<file path="config.mk">
export PLATFORM = sky130hd
export DESIGN_NAME = spi_reg_seq
export DESIGN_NICKNAME = d
export VERILOG_FILES = /design/src/rtl/spi_reg_seq.sv
export SDC_FILE = /design/constraint.sdc
export NUM_CORES = 1
export LEC_CHECK = 0
export BUFFER_PORTS_ARGS = -buffer_cell sky130_fd_sc_hd__buf_2
export CAP_MARGIN = 20
export CORE_AREA = 3 3 165 87
export DETAILED_ROUTE_END_ITERATION = 10
export DIE_AREA = 0 0 168 90
export HOLD_SLACK_MARGIN = 0.03
export PLACE_DENSITY = 0.6
export SLEW_MARGIN = 10
export SYNTH_ARGS = -nofsm -noshare
export SYNTH_HDL_FRONTEND = slang
export SYNTH_SLANG_ARGS = --single-unit
</file>
<file path="constraint.sdc">
create_clock -name clk -period 4 [get_ports clk]
set_clock_uncertainty 0.1 [all_clocks]
set_input_delay 1.2 -clock clk [delete_from_list [all_inputs] [get_ports clk]]
set_output_delay 1.2 -clock clk [all_outputs]
set_load 0.01 [all_outputs]
</file>
<file path="src/rtl/spi_reg_seq.sv">
module spi_reg_seq #(
  parameter int          HALF_DIV   = 2,
  parameter int          LEN_W      = 12,
  parameter int          MAX_LAT    = 15,
  parameter logic [7:0]  FIFO_ADDR  = 8'h24,
  parameter logic [7:0]  PROBE_ADDR = 8'h14,
  parameter logic [7:0]  OK_CODE    = 8'h5A
) (
  input  logic             clk,
  input  logic             rst_n,
  input  logic             cmd_valid,
  output logic             cmd_ready,
  input  logic             cmd_write,
  input  logic [7:0]       cmd_addr,
  input  logic [LEN_W-1:0] cmd_len,
  input  logic             wr_valid,
  output logic             wr_ready,
  input  logic [7:0]       wr_data,
  output logic             rd_valid,
  input  logic             rd_ready,
  output logic [7:0]       rd_data,
  output logic             done,
  output logic [7:0]       status,
  output logic             err,
  output logic [2:0]       err_class,
  output logic [$clog2(MAX_LAT+1)-1:0] latency,
  output logic             cal_busy,
  output logic             absent,
  output logic             sclk,
  output logic             mosi,
  input  logic             miso,
  output logic             cs_n
);
  localparam int LAT_W = $clog2(MAX_LAT + 1);
  localparam int DIV_W = (HALF_DIV > 1) ? $clog2(HALF_DIV) : 1;

  typedef enum logic [2:0] {S_IDLE, S_START, S_NEXT, S_LO, S_HI, S_POST, S_END, S_DEAD} st_t;
  typedef enum logic [2:0] {P_H0, P_H1, P_LH, P_LL, P_PAY, P_DUM, P_RD} ph_t;

  st_t              state;
  ph_t              phase;
  logic             f_wr, f_cal;
  logic [7:0]       f_addr, fstat, tx, rx;
  logic [LEN_W-1:0] f_len, cnt;
  logic [LAT_W-1:0] f_lat, lat_q;
  logic [DIV_W-1:0] div;
  logic [2:0]       bitc;
  logic [15:0]      len16;
  logic             rd_valid_q, has_rd, has_lenf, frame_end;

  function automatic logic [2:0] classify(input logic [7:0] c);
    case (c)
      OK_CODE:                                          classify = 3'd0;
      8'h86, 8'h89:                                     classify = 3'd1;
      8'h80, 8'h81, 8'h82, 8'h83, 8'h84, 8'h85,
      8'h8A, 8'h8B, 8'h90:                              classify = 3'd2;
      8'h00:                                            classify = 3'd3;
      default:                                          classify = 3'd4;
    endcase
  endfunction

  assign len16     = 16'(f_len);
  assign has_rd    = !f_wr && (f_len != '0);
  assign has_lenf  = f_wr && (f_addr == FIFO_ADDR) && (f_len != '0);
  assign frame_end = (phase == P_DUM && cnt == LEN_W'(1) && !has_rd) ||
                     (phase == P_RD  && cnt == LEN_W'(1));
  assign cmd_ready = (state == S_IDLE);
  assign wr_ready  = (state == S_NEXT) && (phase == P_PAY) && wr_valid;
  assign mosi      = tx[7];
  assign rd_valid  = rd_valid_q;
  assign latency   = lat_q;

  always_ff @(posedge clk or negedge rst_n) begin
    if (!rst_n) begin
      state      <= S_START;
      phase      <= P_H0;
      f_wr       <= 1'b0;
      f_cal      <= 1'b1;
      f_addr     <= PROBE_ADDR;
      f_len      <= LEN_W'(1);
      f_lat      <= LAT_W'(1);
      lat_q      <= '0;
      cnt        <= '0;
      fstat      <= '0;
      tx         <= '0;
      rx         <= '0;
      div        <= '0;
      bitc       <= '0;
      cs_n       <= 1'b1;
      sclk       <= 1'b0;
      cal_busy   <= 1'b1;
      absent     <= 1'b0;
      done       <= 1'b0;
      status     <= '0;
      err        <= 1'b0;
      err_class  <= '0;
      rd_valid_q <= 1'b0;
      rd_data    <= '0;
    end else begin
      done <= 1'b0;
      if (rd_valid_q && rd_ready) rd_valid_q <= 1'b0;
      case (state)
        S_IDLE: if (cmd_valid) begin
          f_wr   <= cmd_write;
          f_addr <= cmd_addr;
          f_len  <= cmd_len;
          f_lat  <= lat_q;
          f_cal  <= 1'b0;
          state  <= S_START;
        end
        S_START: begin
          cs_n  <= 1'b0;
          phase <= P_H0;
          state <= S_NEXT;
        end
        S_NEXT: begin
          div  <= '0;
          bitc <= '0;
          case (phase)
            P_H0:  begin tx <= f_wr ? 8'h80 : 8'h00; state <= S_LO; end
            P_H1:  begin tx <= f_addr;               state <= S_LO; end
            P_LH:  begin tx <= len16[15:8];          state <= S_LO; end
            P_LL:  begin tx <= len16[7:0];           state <= S_LO; end
            P_PAY: if (wr_valid) begin tx <= wr_data; state <= S_LO; end
            P_DUM: begin tx <= 8'h00;                state <= S_LO; end
            default: if (f_cal || !rd_valid_q) begin tx <= 8'h00; state <= S_LO; end
          endcase
        end
        S_LO: begin
          if (div == DIV_W'(HALF_DIV - 1)) begin
            div   <= '0;
            sclk  <= 1'b1;
            rx    <= {rx[6:0], miso};
            state <= S_HI;
          end else div <= div + 1'b1;
        end
        S_HI: begin
          if (div == DIV_W'(HALF_DIV - 1)) begin
            div  <= '0;
            sclk <= 1'b0;
            if (bitc == 3'd7) state <= S_POST;
            else begin
              bitc  <= bitc + 1'b1;
              tx    <= {tx[6:0], 1'b0};
              state <= S_LO;
            end
          end else div <= div + 1'b1;
        end
        S_POST: begin
          state <= frame_end ? S_END : S_NEXT;
          case (phase)
            P_H0: phase <= P_H1;
            P_H1: begin
              if (has_lenf) phase <= P_LH;
              else if (f_wr && f_len != '0) begin phase <= P_PAY; cnt <= f_len; end
              else begin phase <= P_DUM; cnt <= LEN_W'(f_lat); end
            end
            P_LH: phase <= P_LL;
            P_LL: begin phase <= P_PAY; cnt <= f_len; end
            P_PAY: begin
              cnt <= cnt - 1'b1;
              if (cnt == LEN_W'(1)) begin phase <= P_DUM; cnt <= LEN_W'(f_lat); end
            end
            P_DUM: begin
              cnt <= cnt - 1'b1;
              if (cnt == LEN_W'(1)) begin
                fstat <= rx;
                if (has_rd) begin phase <= P_RD; cnt <= f_len; end
              end
            end
            default: begin
              cnt <= cnt - 1'b1;
              if (!f_cal) begin rd_valid_q <= 1'b1; rd_data <= rx; end
            end
          endcase
        end
        S_END: begin
          cs_n <= 1'b1;
          if (f_cal) begin
            if (fstat != 8'h00) begin
              lat_q    <= f_lat;
              cal_busy <= 1'b0;
              state    <= S_IDLE;
            end else if (f_lat == LAT_W'(MAX_LAT)) begin
              absent   <= 1'b1;
              cal_busy <= 1'b0;
              state    <= S_DEAD;
            end else begin
              f_lat <= f_lat + 1'b1;
              state <= S_START;
            end
          end else begin
            done      <= 1'b1;
            status    <= fstat;
            err       <= (fstat != OK_CODE);
            err_class <= classify(fstat);
            state     <= S_IDLE;
          end
        end
        default: state <= S_DEAD;
      endcase
    end
  end
endmodule

</file>
==> metrics.txt <==
# IOs between 60 and 70; unrepaired setup endpoints after global routing no; Power Density between 300 and 400 nW/um2; Pre-Repair DR Iteration Count 4; maximum vdd ir drop 0.207 mV; flop2flop setup slack 1280 ps; Die W approximately 170 um; hold endpoint absent$_DFFE_PN0P_; Cells after Synth around 500; Rel. slew slack a little over two fifths; CTS H-tree lvls 3; CTS clk-pin slew, worst paths 70 ps; final slew viol count 0; HP Class reg -> reg; top_reg_cell synth dfrtp_1; Synth cell types approximately 70; I/O Buffers 67; Residual DRC 0; post-layout util between 40% and 50%; share of layout cells above drive strength 1 around a quarter; Crit. Startpoint phase[2]$_DFFE_PN0P_; hold depth 1; synth warn 0; row count 29; overall die area between 15000 and 20000 um2; worst hold path startpoint absent$_DFFE_PN0P_; filler cell count roughly 1.2k; first-pass GRT wire length 21.3 mm; setup TNS 0 ps; routability cong. between 0.8 and 0.9; period utilization between 70% and 80%; register area share after synthesis 47.6%; number of setup buffers added after CTS 0; dpl hpwl around 9.1 mm; reg2reg path depth 7; switching share of power between 20 and 25%; r2r endpoint phase[1]$_DFFE_PN0P_; clk sink count between 100 and 150; crit path DAT around 1900 ps; Hold Worst Slack between 300 and 400 ps; CP Capture Type output port; internal power ~1.5 mW; Post-CTS Resized 0; Area Overhead vs Synth 14.5%; CTS Buf Count 9; outcome completed; share of total power in sequential cells 52.2%; FFs w/ async S/R, synth 100%; Req. time, crit path approximately 2700 ps; vias post-DR around 4k; placed cell count slightly above 700; ant diodes 0; final std cells w/o fill around 730; sw power about 0.44 mW; gr ovfl total 0; Hold Vio Cnt, Final 0; CP max FO 24; WL final around 13 mm; crit start category flip-flop; nets ~600; vias per cell 5.57; hold buffer count at CTS 0; Slew @ Worst Pin 850 ps; initial core utilization around 42%; Fmax roughly 0.31 GHz; GRT Total Usage 17.1%; Setup-failing EPs final 0; Post-synth EDFFs 0; Clock Latency Late Sink ~350 ps; die height approximately 90 um; kind of critical path reg -> out; syn nets about 550; reg2reg start phase[2]$_DFFE_PN0P_; mean post-synth cell area ~11 um2; DRT iter0 DRCs about 240; synthesis-stage register bit count 102; detailed-route wire length per cell between 15 and 20 um; clock power share 45.5%; Max clock buf depth 2; Leakage Power between 2 and 3 nW; pin count of the biggest net entering global routing 47; vias in the first global route 4044; power share of the combinational group under 10%; initial antenna violation count 0; Core ar. 12700 um2; CTS Root Cell clkbuf_16; Max Cap Violations 0; CTS tree built; Mapped Area about 5400 um2; post-route minimum period approximately 3200 ps; Final ANT Viol Nets 0
-- Yosys cell counts, types with 4 or more instances --
| cell type | number | area [um2] |
|---|---|---|
| nor4_2 | 5 | 62.6 |
| a221o_1 | 5 | 50.1 |
| and2_1 | 5 | 31.3 |
| nor4_1 | 7 | 43.8 |
| a22o_1 | 5 | 43.8 |
| mux2_1 | 28 | 315 |
| a21oi_1 | 21 | 105 |
| dfrtp_1 | 94 | 2350 |
| o21ai_1 | 19 | 95.1 |
| o22ai_1 | 6 | 37.5 |
| nor3_1 | 18 | 90.1 |
| mux2_4 | 8 | 120 |
| a22oi_1 | 11 | 82.6 |
| nand3_1 | 10 | 50.1 |
| mux2i_1 | 11 | 110 |
| clkbuf_1 | 10 | 37.5 |
| nand2b_1 | 9 | 56.3 |
| nor2b_1 | 4 | 25.0 |
| and3_1 | 5 | 31.3 |
| ha_1 | 9 | 113 |
| nand3b_1 | 4 | 30.0 |
| nor2_1 | 29 | 109 |
| nand2_1 | 44 | 165 |
| mux2_2 | 20 | 225 |
| dfstp_2 | 8 | 210 |
| o21ai_0 | 18 | 90.1 |
| inv_1 | 10 | 37.5 |
| buf_2 | 9 | 45.0 |
-- worst max path at each step --
stage | to | depth (start not counted)
finish | wr_ready | 4
global route | wr_ready | 4
CTS | wr_ready | 4
detailed placement | wr_ready | 3
global placement | wr_ready | 3
floorplan | wr_ready | 1
-- layout make-up --
cell class / instances / area [um2] / share of cell area, %
clock inverters: 6 / 75.1 / 1.22
inverters: 11 / 41.3 / 0.669
repair buffers: 74 / 403 / 6.53
multi-input cells: 362 / 2650 / 43.0
well taps: 170 / 213 / 3.45
clock buffers: 9 / 225 / 3.65
flip-flops and latches: 102 / 2560 / 41.5
-- per-stage QoR --
| step | total power, mW | setup WS [ps] | instance area, um2 |
|---|---|---|---|
| 2_1_floorplan | 1.06 | 1330 | 5390 |
| 3_3_place_gp | 1.11 | 1130 | 5870 |
| 3_5_place_dp | 1.11 | 1130 | 5870 |
| 4_1_cts | 2.02 | 806 | 6170 |
| 5_1_grt | 2.07 | 647 | 6170 |
| 6_report | 1.99 | 811 | 6170 |
-- critical path: stages, from the launching register on --
cell and delay (ps):
dfrtp_1 800, nand2b_1 160, nor2_1 260, and3_1 190, buf_2 120
-- metal layers --
metal | track usage, % | part of all wire (%) | vias to the layer above
met5 | 0 | 0 | -
met4 | 3.13 | 1.1 | 0
met3 | 4.12 | 4.1 | 15
met2 | 25.9 | 44 | 83
met1 | 25.1 | 51 | 2017
li1 | - | - | 1976
-- sequential cells by signal, summed over array words and instances (netlist names), 3 cells and up --
register	count
f_lat	4
tx	8
rd_data	8
err_class	3
phase	3
cnt	12
f_len	12
state	3
status	8
bitc	3
latency	4
rx	8
f_addr	8
fstat	8
-- power groups by stage --
| stage | logic [mW] | registers (mW) | clock network (mW) |
|---|---|---|---|
| detailed placement | 0.0485 | 1.06 | 0 |
| CTS | 0.0487 | 1.04 | 0.928 |
| global placement | 0.0483 | 1.06 | 0 |
| floorplan | 0.00617 | 1.06 | 0 |
| global route | 0.0538 | 1.04 | 0.973 |
| finish | 0.0462 | 1.04 | 0.905 |
-- cells in the final DEF, fill, tap and decap left out, drive strengths merged, types with 9 or more instances in the layout --
cell,instances
a21oi,21
dfrtp,94
nor2,31
nand2b,9
ha,9
nor3,19
mux2,56
a22oi,11
mux2i,11
inv,15
nand3,10
nand2,44
nor4,13
o21ai,37
buf,74
clkbuf,9
-- cell families after synthesis --
kind of cell	count (synthesis)	synth area share (%)
muxes	67	14.3
buffers and inverters	37	3.34
adders and majority gates	9	2.09
DFF	102	47.6
xor gates and xnor gates	1	0.163
and+or+nand+nor	167	17.5
AOI/OAI and AO/OA	118	15.0
No activity file was read; power rests on OpenSTA's default activity.
